==> src/rtl/dmac_pkg.sv <==
package dmac_pkg;
  typedef enum logic {
    SEL_ADDR = 1'b0,
    SEL_CNT  = 1'b1
  } dmac_sel_e;
endpackage

==> src/rtl/dmac_chan_regs.sv <==
module dmac_chan_regs #(
  parameter int unsigned W = 16
) (
  input  logic         clk,
  input  logic         rst_n,
  input  logic         wr_addr,
  input  logic         wr_cnt,
  input  logic [W-1:0] wr_data,
  input  logic         step_addr,
  input  logic         step_cnt,
  input  logic         dec,
  input  logic         reload,
  output logic [W-1:0] cur_addr,
  output logic [W-1:0] cur_cnt,
  output logic         cnt_zero
);
  logic [W-1:0] base_a_q, base_a_d, cur_a_q, cur_a_d;
  logic [W-1:0] base_c_q, base_c_d, cur_c_q, cur_c_d;

  always_comb begin
    base_a_d = base_a_q;
    cur_a_d  = cur_a_q;
    if (wr_addr) begin
      base_a_d = wr_data;
      cur_a_d  = wr_data;
    end else if (reload) begin
      cur_a_d = base_a_q;
    end else if (step_addr) begin
      cur_a_d = dec ? cur_a_q - W'(1) : cur_a_q + W'(1);
    end
  end

  always_comb begin
    base_c_d = base_c_q;
    cur_c_d  = cur_c_q;
    if (wr_cnt) begin
      base_c_d = wr_data;
      cur_c_d  = wr_data;
    end else if (reload) begin
      cur_c_d = base_c_q;
    end else if (step_cnt) begin
      cur_c_d = cur_c_q - W'(1);
    end
  end

  always_ff @(posedge clk or negedge rst_n) begin
    if (!rst_n) begin
      base_a_q <= '0;
      cur_a_q  <= '0;
      base_c_q <= '0;
      cur_c_q  <= '0;
    end else begin
      base_a_q <= base_a_d;
      cur_a_q  <= cur_a_d;
      base_c_q <= base_c_d;
      cur_c_q  <= cur_c_d;
    end
  end

  assign cur_addr = cur_a_q;
  assign cur_cnt  = cur_c_q;
  assign cnt_zero = (cur_c_q == '0);


  reload_addr_chk: assert property (@(posedge clk) disable iff (!rst_n)
    (reload && !wr_addr) |=> cur_a_q == $past(base_a_q));


  count_wrap_chk: assert property (@(posedge clk) disable iff (!rst_n)
    (step_cnt && !reload && !wr_cnt && cur_c_q == '0) |=> cur_c_q == '1);


  addr_inc_chk: assert property (@(posedge clk) disable iff (!rst_n)
    (step_addr && !reload && !wr_addr && !dec) |=> cur_a_q == $past(cur_a_q) + W'(1));
endmodule

==> src/rtl/dmac_end_ctrl.sv <==
module dmac_end_ctrl #(
  parameter int unsigned NCH = 4
) (
  input  logic           clk,
  input  logic           rst_n,
  input  logic [NCH-1:0] end_vec,
  input  logic [NCH-1:0] autoinit,
  input  logic           wrap_any,
  input  logic           status_rd,
  output logic [NCH-1:0] reload,
  output logic [NCH-1:0] tc_status,
  output logic [NCH-1:0] mask_set,
  output logic [NCH-1:0] req_clr,
  output logic           tc_pulse
);
  logic [NCH-1:0] tc_q, tc_d, mset_q, mset_d, rclr_q, rclr_d;
  logic           tcp_q, tcp_d;
  logic [NCH-1:0] plain_end;

  always_comb begin
    plain_end = end_vec & ~autoinit;
    reload    = end_vec & autoinit;
    tc_d      = (status_rd ? '0 : tc_q) | plain_end;
    mset_d    = plain_end;
    rclr_d    = end_vec;
    tcp_d     = wrap_any;
  end

  always_ff @(posedge clk or negedge rst_n) begin
    if (!rst_n) begin
      tc_q   <= '0;
      mset_q <= '0;
      rclr_q <= '0;
      tcp_q  <= 1'b0;
    end else begin
      tc_q   <= tc_d;
      mset_q <= mset_d;
      rclr_q <= rclr_d;
      tcp_q  <= tcp_d;
    end
  end

  assign tc_status = tc_q;
  assign mask_set  = mset_q;
  assign req_clr   = rclr_q;
  assign tc_pulse  = tcp_q;


  status_clear_chk: assert property (@(posedge clk) disable iff (!rst_n)
    (status_rd && end_vec == '0) |=> tc_q == '0);


  tc_set_chk: assert property (@(posedge clk) disable iff (!rst_n)
    (|plain_end) |=> ((tc_q & $past(plain_end)) == $past(plain_end)));


  autoinit_nomask_chk: assert property (@(posedge clk) disable iff (!rst_n)
    (end_vec == autoinit && |end_vec) |=> mset_q == '0);
endmodule

==> src/rtl/dma_addr_count_unit.sv <==
module dma_addr_count_unit #(
  parameter int unsigned NCH = 4,
  parameter int unsigned W   = 16,
  localparam int unsigned CHW = $clog2(NCH)
) (
  input  logic           clk,
  input  logic           rst_n,
  input  logic           cpu_wr_en,
  input  logic [CHW-1:0] cpu_wr_ch,
  input  logic           cpu_wr_sel,
  input  logic [W-1:0]   cpu_wr_data,
  input  logic           mode_wr_en,
  input  logic           mode_dec,
  input  logic           mode_autoinit,
  input  logic           mem2mem,
  input  logic [CHW-1:0] act_ch,
  input  logic           svc_active,
  input  logic           xfer_en,
  input  logic           eop_n,
  input  logic           status_rd,
  output logic [W-1:0]   cur_addr,
  output logic [W-1:0]   cur_count,
  output logic           tc_pulse,
  output logic [NCH-1:0] tc_status,
  output logic [NCH-1:0] mask_set,
  output logic [NCH-1:0] req_clr
);
  import dmac_pkg::*;

  logic [1:0] rs_q;
  logic       rst_int_n;

  always_ff @(posedge clk or negedge rst_n) begin
    if (!rst_n) rs_q <= 2'b00;
    else        rs_q <= {rs_q[0], 1'b1};
  end
  assign rst_int_n = rs_q[1];

  logic [NCH-1:0] dec_q, dec_d, ai_q, ai_d;
  logic [NCH-1:0] step_addr, step_cnt, wr_addr, wr_cnt, cnt_zero;
  logic [NCH-1:0] wrap, end_vec, reload;
  logic [W-1:0]   ch_addr [NCH];
  logic [W-1:0]   ch_cnt  [NCH];
  logic           ext_end;

  assign ext_end = svc_active && !eop_n;

  generate
    for (genvar i = 0; i < NCH; i++) begin : g_ch
      logic sel_me;
      logic in_pair;
      assign sel_me  = (act_ch == CHW'(i));
      assign in_pair = (i < 2);

      always_comb begin
        dec_d[i] = dec_q[i];
        ai_d[i]  = ai_q[i];
        if (mode_wr_en && cpu_wr_ch == CHW'(i)) begin
          dec_d[i] = mode_dec;
          ai_d[i]  = mode_autoinit;
        end
      end

      always_ff @(posedge clk or negedge rst_int_n) begin
        if (!rst_int_n) begin
          dec_q[i] <= 1'b0;
          ai_q[i]  <= 1'b0;
        end else if (mode_wr_en) begin
          dec_q[i] <= dec_d[i];
          ai_q[i]  <= ai_d[i];
        end
      end

      always_comb begin
        wr_addr[i] = cpu_wr_en && cpu_wr_ch == CHW'(i) && cpu_wr_sel == SEL_ADDR;
        wr_cnt[i]  = cpu_wr_en && cpu_wr_ch == CHW'(i) && cpu_wr_sel == SEL_CNT;
        if (mem2mem) begin
          step_addr[i] = xfer_en && in_pair;
          step_cnt[i]  = xfer_en && (i == 1);
        end else begin
          step_addr[i] = xfer_en && sel_me;
          step_cnt[i]  = xfer_en && sel_me;
        end
        wrap[i] = step_cnt[i] && cnt_zero[i];
      end

      dmac_chan_regs #(.W(W)) u_chan (
        .clk       (clk),
        .rst_n     (rst_int_n),
        .wr_addr   (wr_addr[i]),
        .wr_cnt    (wr_cnt[i]),
        .wr_data   (cpu_wr_data),
        .step_addr (step_addr[i]),
        .step_cnt  (step_cnt[i]),
        .dec       (dec_q[i]),
        .reload    (reload[i]),
        .cur_addr  (ch_addr[i]),
        .cur_cnt   (ch_cnt[i]),
        .cnt_zero  (cnt_zero[i])
      );
    end
  endgenerate

  always_comb begin
    end_vec = '0;
    if (mem2mem) begin
      end_vec[0] = wrap[1] || ext_end;
      end_vec[1] = wrap[1] || ext_end;
    end else begin
      for (int k = 0; k < NCH; k++) begin
        end_vec[k] = wrap[k] || (ext_end && act_ch == CHW'(k));
      end
    end
  end

  dmac_end_ctrl #(.NCH(NCH)) u_end (
    .clk       (clk),
    .rst_n     (rst_int_n),
    .end_vec   (end_vec),
    .autoinit  (ai_q),
    .wrap_any  (|wrap),
    .status_rd (status_rd),
    .reload    (reload),
    .tc_status (tc_status),
    .mask_set  (mask_set),
    .req_clr   (req_clr),
    .tc_pulse  (tc_pulse)
  );

  assign cur_addr  = ch_addr[act_ch];
  assign cur_count = ch_cnt[act_ch];


  tc_on_zero_chk: assert property (@(posedge clk) disable iff (!rst_int_n)
    (xfer_en && !mem2mem && cur_count == '0) |=> tc_pulse);


  tc_needs_step_chk: assert property (@(posedge clk) disable iff (!rst_int_n)
    tc_pulse |-> $past(xfer_en));


  end_clears_req_chk: assert property (@(posedge clk) disable iff (!rst_int_n)
    (ext_end && !mem2mem) |=> req_clr[$past(act_ch)]);


  m2m_no_early_tc_chk: assert property (@(posedge clk) disable iff (!rst_int_n)
    (xfer_en && mem2mem && !cnt_zero[1]) |=> !tc_pulse);
endmodule

==> config.mk <==
export PLATFORM = sky130hd
export DESIGN_NAME = dma_addr_count_unit
export DESIGN_NICKNAME = d
export VERILOG_FILES = /design/src/rtl/dmac_pkg.sv /design/src/rtl/dmac_chan_regs.sv /design/src/rtl/dmac_end_ctrl.sv /design/src/rtl/dma_addr_count_unit.sv
export SDC_FILE = /design/constraint.sdc
export NUM_CORES = 1
export LEC_CHECK = 0
export BUFFER_PORTS_ARGS = -buffer_cell sky130_fd_sc_hd__buf_2
export CAP_MARGIN = 5
export CORE_ASPECT_RATIO = 1.1
export CORE_MARGIN = 2
export CORE_UTILIZATION = 55
export DETAILED_ROUTE_END_ITERATION = 12
export PLACE_DENSITY = 0.73
export SYNTH_ARGS = -nofsm -noshare
export SYNTH_HDL_FRONTEND = slang
export SYNTH_SLANG_ARGS = --single-unit
==> constraint.sdc <==
create_clock -name clk -period 13.5 [get_ports clk]
set_clock_uncertainty 0.05 [all_clocks]
set_input_delay 1.35 -clock clk [delete_from_list [all_inputs] [get_ports clk]]
set_output_delay 1.35 -clock clk [all_outputs]
set_load 0.005 [all_outputs]
==> results of run 1 <==
how the worst min path moves through the flow:
stage                                      endpoint  slack, ns
after floorplan                             rs_q[1]       0.28
after global placement    g_ch[3].u_chan.cur_cnt[9]       0.14
after detailed placement  g_ch[3].u_chan.cur_cnt[9]       0.14
after CTS                 g_ch[3].u_chan.cur_cnt[9]       0.15
after global routing      g_ch[3].u_chan.cur_cnt[9]       0.16
final                     g_ch[3].u_chan.cur_cnt[2]       0.14
layout by cell type, fill, tap and decap left out, drive strengths merged, types with 21 or more instances in the layout:
master  synthesis  routed
nor3           38      38
o21ai         124     124
or3            21      21
buf            16     104
xnor2          61      61
a21o           22      22
inv            34      34
nand3          44      44
nor2          108     108
nand2         510     510
mux2           28      28
dfrtp         279     279
mux4           32      32
ha             64      64
clkbuf         74      40
a21oi          90      90
xor2           35      35
o211ai         40      40
flip-flops by register name, indices dropped and copies added, names as in the netlist:
name	cells
ai_q	4
dec_q	4
g_ch.u_chan.base_a_q	64
g_ch.u_chan.cur_addr	64
g_ch.u_chan.cur_cnt	64
u_end.tc_status	4
rs_q	2
u_end.mask_set	4
u_end.req_clr	4
g_ch.u_chan.base_c_q	64
u_end.tc_pulse	1
through the flow:
step | cells | instance area, um^2 | hold WS, ns | total power [mW]
finish | 2304 | 18300 | 0.139 | 3.91
global route | 2304 | 18300 | 0.162 | 4.17
CTS | 2304 | 18300 | 0.147 | 3.89
floorplan | 1859 | 16400 | 0.281 | 2.49
global placement | 2247 | 17200 | 0.140 | 2.90
detailed placement | 2247 | 17200 | 0.141 | 2.95
logic make-up after synthesis:
group | count (synthesis) | share of synthesized area
compound gates | 384 | 0.146
xor+xnor | 96 | 0.0512
fa+ha+maj | 68 | 0.0536
buf+inv | 124 | 0.0299
flops | 279 | 0.425
mux | 72 | 0.0704
other cells | 1 | 0.000228
simple gates | 835 | 0.223
power breakdown:
| part | total (mW) | switching [mW] | internal (mW) |
|---|---|---|---|
| sequential | 1.41 | 0.329 | 1.08 |
| combinational | 1.58 | 0.843 | 0.734 |
| clock | 0.924 | 0.357 | 0.568 |
area by class of cell:
type | count | area, um^2 | area share
multi-input cells | 1456 | 8980 | 0.492
repair buffers | 104 | 591 | 0.0323
inverters | 34 | 128 | 0.00698
clock buffers | 40 | 870 | 0.0476
clock inverters | 17 | 251 | 0.0138
flip-flops and latches | 279 | 6990 | 0.382
well taps | 374 | 468 | 0.0256
layer usage:
layer | share of wire | GRT usage
met5 | 0 | 0
met2 | 0.45 | 0.485
met3 | 0.090 | 0.0543
met4 | 0.040 | 0.124
met1 | 0.42 | 0.445
==> impl_metrics.prom, run 1 <==
# TYPE chip_impl_metric gauge
chip_impl_info{name="status",value="completed"} 1
chip_impl_metric{name="maxCapViolCount",unit=""} 0
chip_impl_metric{name="layout-drive-gt1-share",unit=""} 0.127
chip_impl_metric{name="cts-buffers-inserted",unit=""} 31
chip_impl_metric{name="global_route.overflow_total",unit=""} 0
chip_impl_metric{name="fp.dieH",unit="um"} 185
chip_impl_metric{name="post_place_worst_slack",unit="ns"} 8.50
chip_impl_metric{name="clock.fmax",unit="MHz"} 224
chip_impl_info{name="hold_path.class",value="register to async pin"} 1
chip_impl_metric{name="antenna-diode-count",unit=""} 0
chip_impl_metric{name="timing.critical_path.required",unit="ns"} 13.90
chip_impl_metric{name="final_max_slew_viol_count",unit=""} 0
chip_impl_metric{name="worst_setup_hold_path_clk_slew",unit="ns"} 0.06
chip_impl_metric{name="route.vias.total",unit=""} 14325
chip_impl_metric{name="drtAntennaViolNets",unit=""} 0
chip_impl_metric{name="report.final.hold_viol_count",unit=""} 0
chip_impl_metric{name="worst_path_largest_cell_delay",unit="ns"} 0.86
chip_impl_info{name="worstPathCellList",value="buf_2 -> buf_4 -> nor4b_2 -> nand4_1 -> o221ai_1 -> nand3_1 -> nand2_1 -> nor2_1 -> a22o_1 -> a311oi_1"} 1
chip_impl_metric{name="power_density",unit="nW/um^2"} 214
chip_impl_metric{name="drc_violations",unit=""} 0
chip_impl_metric{name="wire_length_of_the_first_global_routing_pass",unit="mm"} 76.3
chip_impl_metric{name="firstDrtPassIters",unit=""} 7
chip_impl_metric{name="post_drt_wl_per_cell",unit="um"} 21.1
chip_impl_info{name="post_synth_main_area_contributors",value="dfrtp_1 (43%), nand2_1 (12%), ha_1 (4.9%)"} 1
chip_impl_metric{name="boundaryPins",unit=""} 77
chip_impl_info{name="cpMaxStageDelayCell",value="nor4b_2"} 1
chip_impl_metric{name="dpl.hpwl",unit="mm"} 34.1
chip_impl_info{name="setup.worst_path.start",value="act_ch[0]"} 1
chip_impl_info{name="critPathTopFamily",value="simple AND/OR/NAND/NOR gates"} 1
chip_impl_info{name="critPathKind",value="input port to register"} 1
chip_impl_metric{name="mappedNetlistArea",unit="um^2"} 16400
chip_impl_metric{name="area.growth.synth_to_final",unit="%"} 11.2
chip_impl_metric{name="fin_crit_sh",unit=""} 0.331
chip_impl_metric{name="insertion_delay",unit="ns"} 0.57
chip_impl_metric{name="grt_antenna_before_repair",unit=""} 1
chip_impl_metric{name="vias_per_cell",unit=""} 6.22
chip_impl_metric{name="synthArstFlopShare",unit=""} 1.00
chip_impl_info{name="rr_startpoint",value="dec_q[3]"} 1
chip_impl_metric{name="routed_wirelength",unit="mm"} 48.6
chip_impl_metric{name="cts_resized",unit=""} 0
chip_impl_metric{name="grt_max_degree",unit=""} 71
chip_impl_metric{name="detailedRoute.firstIterationViolations",unit=""} 1473
chip_impl_info{name="synth_top_flop_cell",value="dfrtp_1"} 1
chip_impl_metric{name="cts_max_level",unit=""} 1
chip_impl_metric{name="design.final.nets",unit=""} 2006
chip_impl_metric{name="yosysWarningCount",unit=""} 0
chip_impl_metric{name="power.leakage",unit="nW"} 8.69
chip_impl_metric{name="worst_r2r_path_depth",unit=""} 9
chip_impl_metric{name="floorplan.initialDensity",unit=""} 0.557
chip_impl_metric{name="yosys_register_bits",unit=""} 279
chip_impl_info{name="synthMostInstantiatedCell",value="nand2_1"} 1
chip_impl_metric{name="critPathMaxFanout",unit=""} 43
chip_impl_metric{name="synthesis.nets",unit=""} 1959
chip_impl_metric{name="max_slew.worst_pin.slew",unit="ns"} 1.16
chip_impl_metric{name="setup.reg_to_reg.worst_slack",unit="ns"} 9.71
chip_impl_metric{name="vdd.ir_drop.worst",unit="mV"} 0.128
chip_impl_metric{name="rows",unit=""} 66
chip_impl_info{name="end_kind",value="register"} 1
chip_impl_metric{name="synthDominantCellAreaShare",unit=""} 0.425
chip_impl_metric{name="synth-edff-count",unit=""} 0
chip_impl_metric{name="seq_area_frac_synth",unit=""} 0.425
chip_impl_metric{name="buffer_ports.inserted",unit=""} 76
chip_impl_metric{name="place_congestion",unit=""} 0.961
chip_impl_metric{name="number_of_filler_cells_placed_in_the_layout",unit=""} 2478
chip_impl_metric{name="relSlewSlack",unit=""} 0.205
chip_impl_metric{name="setup_slack",unit="ns"} 9.03
chip_impl_metric{name="floorplan.die_area",unit="um^2"} 31300
chip_impl_metric{name="cp.depth",unit=""} 10
chip_impl_metric{name="setup_viol",unit=""} 0
chip_impl_metric{name="clk_path_buf_depth",unit=""} 3
chip_impl_metric{name="final_util",unit=""} 0.620
chip_impl_metric{name="finalWorstPathRequiredPeriod",unit="ns"} 4.47
chip_impl_info{name="critical_path_sink",value="g_ch[0].u_chan.cur_addr[15]"} 1
chip_impl_metric{name="core",unit="um^2"} 29500
chip_impl_metric{name="post_cts_buffers",unit=""} 0
chip_impl_metric{name="cts_num_sinks",unit=""} 279
chip_impl_info{name="worstReg2RegEnd",value="g_ch[3].u_chan.cur_addr[12]"} 1
chip_impl_metric{name="post_synth.cell_area_avg",unit="um^2"} 8.84
chip_impl_metric{name="yosysUniqueCellTypes",unit=""} 78
chip_impl_info{name="ys_top_cells_by_count",value="nand2_1 (509), dfrtp_1 (279), o21ai_0 (119)"} 1
chip_impl_info{name="cell_taking_the_most_area_after_synthesis",value="dfrtp_1"} 1
chip_impl_metric{name="fp.dieW",unit="um"} 169
chip_impl_metric{name="post_cts_hold_buffer_count",unit=""} 0
chip_impl_metric{name="timing.critical_path.buf_inv",unit=""} 2
chip_impl_metric{name="grtUsageTotal",unit=""} 0.315
chip_impl_info{name="unrepaired_setup_endpoints_after_global_routing",value="no"} 1
chip_impl_metric{name="critPathArrivalTime",unit="ns"} 4.88
chip_impl_metric{name="setup_tns",unit="ns"} 0
chip_impl_metric{name="first_global_vias",unit=""} 13749
chip_impl_info{name="startpoint_type",value="input port"} 1
chip_impl_metric{name="synthCells",unit=""} 1859
chip_impl_info{name="tritoncts",value="built"} 1
chip_impl_info{name="clock_tree.root_cell",value="clkbuf_16"} 1
(Power assumes the default switching activity.)
==> run 2, diff against run 1 <==
- PLACE_DENSITY: 0.73 -> 0.75
- clock period: 13.5 -> 3.7 ns (I/O delays scaled with it)
==> impl_metrics.prom, run 2 (synthesized netlist as in run 1, its figures left out) <==
# TYPE chip_impl_metric gauge
chip_impl_metric{name="sw_frac_of_total",unit=""} 0.395
chip_impl_info{name="unrepaired_setup_endpoints_after_global_routing",value="no"} 1
chip_impl_info{name="critPathTopFamily",value="simple AND/OR/NAND/NOR gates"} 1
chip_impl_metric{name="cts_max_level",unit=""} 1
chip_impl_metric{name="worst_path_largest_cell_delay",unit="ns"} 0.65
chip_impl_info{name="hold_path.class",value="input port to async pin"} 1
chip_impl_metric{name="post_cts_hold_buffer_count",unit=""} 1
chip_impl_metric{name="setup_tns",unit="ns"} 0
chip_impl_metric{name="combinationalPowerShare",unit=""} 0.413
chip_impl_metric{name="floorplan.die_area",unit="um^2"} 31300
chip_impl_metric{name="worst_setup_hold_path_clk_slew",unit="ns"} 0.06
chip_impl_metric{name="sequentialPowerShare",unit=""} 0.369
chip_impl_info{name="end_kind",value="register"} 1
chip_impl_metric{name="first_global_vias",unit=""} 13880
chip_impl_metric{name="cts_num_sinks",unit=""} 279
chip_impl_metric{name="fp.dieW",unit="um"} 169
chip_impl_metric{name="power_density",unit="nW/um^2"} 762
chip_impl_metric{name="design.final.nets",unit=""} 2025
chip_impl_metric{name="post_drt_wl_per_cell",unit="um"} 21.3
chip_impl_metric{name="fp.dieH",unit="um"} 185
chip_impl_metric{name="vias_per_cell",unit=""} 6.32
chip_impl_metric{name="grt_antenna_before_repair",unit=""} 4
chip_impl_metric{name="drtAntennaViolNets",unit=""} 0
chip_impl_info{name="most_frequent_cells_in_the_layout",value="nand2_1 (509), dfrtp_1 (278), o21ai_0 (119)"} 1
chip_impl_metric{name="wire_length_of_the_first_global_routing_pass",unit="mm"} 77.7
chip_impl_metric{name="final_max_slew_viol_count",unit=""} 0
chip_impl_metric{name="cts_resized",unit=""} 0
chip_impl_metric{name="dpl.hpwl",unit="mm"} 35.1
chip_impl_info{name="startpoint_type",value="register"} 1
chip_impl_metric{name="drc_violations",unit=""} 0
chip_impl_metric{name="maxCapViolCount",unit=""} 0
chip_impl_metric{name="post_cts_buffers",unit=""} 0
chip_impl_metric{name="timing.critical_path.required",unit="ns"} 4.14
chip_impl_metric{name="core",unit="um^2"} 29500
chip_impl_metric{name="floorplan.initialDensity",unit=""} 0.557
chip_impl_metric{name="relSlewSlack",unit=""} 0.378
chip_impl_metric{name="layout-drive-gt1-share",unit=""} 0.132
chip_impl_metric{name="grt_max_degree",unit=""} 79
chip_impl_metric{name="setup_slack",unit="ns"} 0.313
chip_impl_metric{name="buffer_ports.inserted",unit=""} 76
chip_impl_metric{name="vdd.ir_drop.worst",unit="mV"} 0.650
chip_impl_metric{name="cts-buffers-inserted",unit=""} 30
chip_impl_metric{name="critPathMaxFanout",unit=""} 21
chip_impl_metric{name="finalWorstPathRequiredPeriod",unit="ns"} 3.39
chip_impl_metric{name="clk_path_buf_depth",unit=""} 3
chip_impl_info{name="most_common_library_cell_in_the_layout_ignoring_fill_and_taps",value="nand2_1"} 1
chip_impl_info{name="worstPathCellList",value="or4_1 -> nor4_2 -> a41oi_1 -> nor2_1 -> nand2_1 -> buf_4 -> nand3_1 -> o21ai_0 -> o21ai_1"} 1
chip_impl_metric{name="route.vias.total",unit=""} 14684
chip_impl_metric{name="detailedRoute.firstIterationViolations",unit=""} 1683
chip_impl_metric{name="report.final.hold_viol_count",unit=""} 0
chip_impl_metric{name="boundaryPins",unit=""} 77
chip_impl_metric{name="area.growth.synth_to_final",unit="%"} 11.7
chip_impl_metric{name="clock_power_share",unit=""} 0.218
chip_impl_metric{name="place_congestion",unit=""} 0.966
chip_impl_info{name="tritoncts",value="built"} 1
chip_impl_metric{name="insertion_delay",unit="ns"} 0.57
chip_impl_metric{name="global_route.overflow_total",unit=""} 0
chip_impl_metric{name="clock.fmax",unit="MHz"} 295
chip_impl_metric{name="firstDrtPassIters",unit=""} 8
chip_impl_metric{name="p_sw",unit="mW"} 5.51
chip_impl_info{name="critPathKind",value="register to register"} 1
chip_impl_metric{name="grtUsageTotal",unit=""} 0.320
chip_impl_info{name="status",value="completed"} 1
chip_impl_metric{name="rows",unit=""} 66
chip_impl_info{name="cpMaxStageDelayCell",value="or4_1"} 1
chip_impl_metric{name="power_report.internal_total",unit="mW"} 8.46
chip_impl_metric{name="post_place_worst_slack",unit="ns"} 0.281
chip_impl_info{name="clock_tree.root_cell",value="clkbuf_16"} 1
chip_impl_metric{name="routed_wirelength",unit="mm"} 49.5
chip_impl_metric{name="timing.critical_path.buf_inv",unit=""} 1
chip_impl_metric{name="fin_crit_sh",unit=""} 0.915
chip_impl_metric{name="critPathArrivalTime",unit="ns"} 3.83
chip_impl_metric{name="power.leakage",unit="nW"} 8.73
chip_impl_metric{name="setup_viol",unit=""} 0
chip_impl_metric{name="max_slew.worst_pin.slew",unit="ns"} 0.927
## run 2: power groups by stage
stage | Clock [mW] | Sequential [mW] | Combinational [mW]
final | 3.04 | 5.16 | 5.78
after detailed placement | 0 | 5.14 | 5.66
after global routing | 3.20 | 5.24 | 6.47
after global placement | 0 | 5.10 | 5.51
after floorplan | 0 | 4.66 | 4.43
after CTS | 3.07 | 5.10 | 5.71
## run 2: final cells by class
type                    instances  area (um^2)
clock buffers                  45          898
multi-input cells            1456         8990
clock inverters                 7         87.6
well taps                     374          468
fillers                      2450        11100
repair buffers                124          781
flip-flops and latches        279         6990
inverters                      34          128
diodes                          3         7.51
## run 2: metrics by stage
step | hold slack [ns] | total power, mW | util | instance area, um^2 | instances
2_1_floorplan | 0.0244 | 9.09 | - | 16400 | 1859
3_3_place_gp | 0.106 | 10.6 | 0.588 | 17300 | 2266
3_5_place_dp | 0.110 | 10.8 | 0.588 | 17300 | 2266
4_1_cts | 0.0527 | 13.9 | 0.622 | 18300 | 2319
5_1_grt | 0.0821 | 14.9 | 0.622 | 18300 | 2321
6_report | 0.0677 | 14.0 | 0.622 | 18300 | 2322
## run 2: worst reg2reg max path, delay by kind of cell, from the launching register on
family                 cells  cell delay, ns
AND/OR/NAND/NOR            5            1.90
buffers and inverters      1            0.28
AO/OA/AOI/OAI              3            0.65
flip-flops                 1            0.44
## run 2: worst paths after layout
check | endpoint | cells after the start | from | slack (ns)
max in group asynchronous | g_ch[1].u_chan.cur_addr[6] | 1 | rs_q[1] | 2.43
setup reg to reg | g_ch[1].u_chan.cur_addr[7] | 9 | g_ch[1].u_chan.cur_cnt[8] | 0.31
hold reg to reg | g_ch[3].u_chan.cur_cnt[5] | 0 | rs_q[1] | 0.24
min in group clk | u_end.tc_status[0] | 3 | status_rd | 0.09
setup / recovery | g_ch[1].u_chan.cur_addr[7] | 9 | g_ch[1].u_chan.cur_cnt[8] | 0.31
hold / removal | rs_q[1] | 2 | rst_n | 0.07
## run 2: routing by layer
metal	GRT usage	up-vias	part of all wire
met5	0	-	0.00026
met3	0.0618	155	0.10
met2	0.480	707	0.44
li1	-	6689	-
met1	0.453	7131	0.41
met4	0.143	2	0.049
==> run 3, diff against run 2 <==
- CORE_ASPECT_RATIO: 1.1 -> 0.8
==> impl_metrics.prom, run 3 (synthesized netlist as in run 1, its figures left out) <==
# TYPE chip_impl_metric gauge
chip_impl_metric{name="wire_length_of_the_first_global_routing_pass",unit="mm"} 79.1
chip_impl_metric{name="firstDrtPassIters",unit=""} 8
chip_impl_info{name="tritoncts",value="built"} 1
chip_impl_metric{name="report.final.hold_viol_count",unit=""} 0
chip_impl_info{name="hold_path.class",value="input port to async pin"} 1
chip_impl_metric{name="routed_wirelength",unit="mm"} 51.8
chip_impl_metric{name="worst_setup_hold_path_clk_slew",unit="ns"} 0.06
chip_impl_metric{name="first_global_vias",unit=""} 13653
chip_impl_info{name="unrepaired_setup_endpoints_after_global_routing",value="no"} 1
chip_impl_metric{name="post_dp_cell_area",unit="um^2"} 17300
chip_impl_metric{name="cts_max_level",unit=""} 1
chip_impl_metric{name="fp.dieH",unit="um"} 159
chip_impl_metric{name="area.growth.synth_to_final",unit="%"} 11.1
chip_impl_metric{name="worst_path_largest_cell_delay",unit="ns"} 0.53
chip_impl_metric{name="vias_per_cell",unit=""} 6.26
chip_impl_metric{name="place_congestion",unit=""} 0.988
chip_impl_metric{name="worst_r2r_path_depth",unit=""} 8
chip_impl_info{name="rr_startpoint",value="g_ch[3].u_chan.cur_cnt[7]"} 1
chip_impl_info{name="end_kind",value="register"} 1
chip_impl_metric{name="rows",unit=""} 56
chip_impl_metric{name="power_density",unit="nW/um^2"} 763
chip_impl_info{name="critPathKind",value="register to register"} 1
chip_impl_metric{name="clock.fmax",unit="MHz"} 306
chip_impl_info{name="worstReg2RegEnd",value="g_ch[3].u_chan.cur_cnt[2]"} 1
chip_impl_metric{name="setup_tns",unit="ns"} 0
chip_impl_metric{name="power.total",unit="mW"} 13.9
chip_impl_metric{name="number_of_filler_cells_placed_in_the_layout",unit=""} 2441
chip_impl_metric{name="drc_violations",unit=""} 0
chip_impl_metric{name="critPathArrivalTime",unit="ns"} 3.74
chip_impl_metric{name="setup.reg_to_reg.worst_slack",unit="ns"} 0.43
chip_impl_metric{name="relSlewSlack",unit=""} 0.175
chip_impl_info{name="startpoint_type",value="register"} 1
chip_impl_info{name="critPathMostFrequentCell",value="o22a_1"} 1
chip_impl_metric{name="vdd.ir_drop.worst",unit="mV"} 0.416
chip_impl_metric{name="grtUsageTotal",unit=""} 0.335
chip_impl_metric{name="dpl.hpwl",unit="mm"} 36.3
chip_impl_info{name="most_frequent_cells_in_the_layout",value="nand2_1 (509), dfrtp_1 (278), o21ai_0 (119)"} 1
chip_impl_metric{name="final_max_slew_viol_count",unit=""} 0
chip_impl_metric{name="cts-buffers-inserted",unit=""} 29
chip_impl_metric{name="fin_crit_sh",unit=""} 0.883
chip_impl_metric{name="buffer_ports.inserted",unit=""} 76
chip_impl_metric{name="design.final.nets",unit=""} 2020
chip_impl_metric{name="setup_viol",unit=""} 0
chip_impl_metric{name="fp.dieW",unit="um"} 197
chip_impl_info{name="most_common_library_cell_in_the_layout_ignoring_fill_and_taps",value="nand2_1"} 1
chip_impl_metric{name="timing.critical_path.required",unit="ns"} 4.17
chip_impl_info{name="status",value="completed"} 1
chip_impl_metric{name="insertion_delay",unit="ns"} 0.57
chip_impl_metric{name="floorplan.die_area",unit="um^2"} 31300
chip_impl_metric{name="layout-drive-gt1-share",unit=""} 0.129
chip_impl_metric{name="drtAntennaViolNets",unit=""} 0
chip_impl_metric{name="core",unit="um^2"} 29400
chip_impl_metric{name="final_design_area_no_fill",unit="um^2"} 18200
chip_impl_info{name="cpMaxStageDelayCell",value="or4_1"} 1
chip_impl_metric{name="cts_resized",unit=""} 0
chip_impl_metric{name="critPathMaxFanout",unit=""} 18
chip_impl_metric{name="global_route.overflow_total",unit=""} 0
chip_impl_metric{name="route.vias.total",unit=""} 14558
chip_impl_info{name="clock_tree.root_cell",value="clkbuf_16"} 1
chip_impl_metric{name="grt_max_degree",unit=""} 113
chip_impl_metric{name="final_util",unit=""} 0.621
chip_impl_metric{name="boundaryPins",unit=""} 77
chip_impl_metric{name="clk_path_buf_depth",unit=""} 3
chip_impl_metric{name="detailedRoute.firstIterationViolations",unit=""} 1593
chip_impl_metric{name="grt_antenna_before_repair",unit=""} 9
chip_impl_metric{name="max_slew.worst_pin.slew",unit="ns"} 1.23
chip_impl_metric{name="maxCapViolCount",unit=""} 0
chip_impl_metric{name="power.leakage",unit="nW"} 8.67
chip_impl_metric{name="finalWorstPathRequiredPeriod",unit="ns"} 3.27
chip_impl_info{name="worstPathCellList",value="or3_1 -> or4_1 -> or4b_4 -> a211o_1 -> buf_4 -> o21ai_1 -> o22a_1 -> o22a_1"} 1
chip_impl_metric{name="post_drt_wl_per_cell",unit="um"} 22.3
chip_impl_metric{name="cts_num_sinks",unit=""} 279
chip_impl_metric{name="floorplan.initialDensity",unit=""} 0.560
## run 3: power breakdown
| part | switching, mW | leakage [nW] | total [mW] | internal (mW) |
|---|---|---|---|---|
| Clock | 1.25 | 0.452 | 2.91 | 1.66 |
| Sequential | 1.30 | 3.48 | 5.25 | 3.95 |
| Combinational | 3.05 | 4.75 | 5.76 | 2.71 |
| Total | 5.60 | 8.67 | 13.9 | 8.31 |
## run 3: cell type report
class,count,area (um^2),area share
antenna,9,22.5,0.00123
clock buffer,41,811,0.0444
clock inverter,10,106,0.00583
inverter,34,128,0.00699
multi-input combinational,1456,8980,0.492
sequential,279,6990,0.383
tap,377,472,0.0259
timing repair buffer,120,738,0.0405
## run 3: routing by layer
metal	wire length [um]	track usage	vias to the layer above
li1	-	-	6684
met1	22100	0.487	7063
met2	21700	0.478	698
met3	5940	0.0883	109
met4	1980	0.127	4
met5	33	0	-
## run 3: what timing repair did
action                                 CTS  global route
setup buffers                            0             0
endpoints found under the hold margin    2             0
hold buffers                             1             0
## run 3: how the worst max path moves through the flow
| stage | startpoint | to | cells after the start |
|---|---|---|---|
| after floorplan | dec_q[3] | g_ch[3].u_chan.cur_addr[12] | 9 |
| after global placement | g_ch[3].u_chan.cur_cnt[7] | g_ch[3].u_chan.cur_cnt[2] | 8 |
| after detailed placement | g_ch[0].u_chan.cur_cnt[7] | g_ch[0].u_chan.cur_cnt[4] | 8 |
| after CTS | g_ch[3].u_chan.cur_cnt[7] | g_ch[3].u_chan.cur_cnt[2] | 8 |
| after global routing | g_ch[1].u_chan.cur_cnt[4] | g_ch[1].u_chan.cur_cnt[4] | 8 |
| final | g_ch[3].u_chan.cur_cnt[7] | g_ch[3].u_chan.cur_cnt[2] | 8 |
## run 3: through the flow
step                setup WS (ns)  cells  hold slack [ns]
finish                      0.432   2326           0.0579
global route                0.309   2321           0.0747
CTS                         0.458   2317           0.0534
detailed placement          0.525   2265            0.109
global placement            0.558   2265            0.107
floorplan                   0.709   1859           0.0244
## run 3: worst max-delay path, delay by kind of cell, from the launching register on
kind            cells  cell delay [ns]
simple gates        3             1.46
compound gates      4             0.98
buf+inv             1             0.29
flops               1             0.43
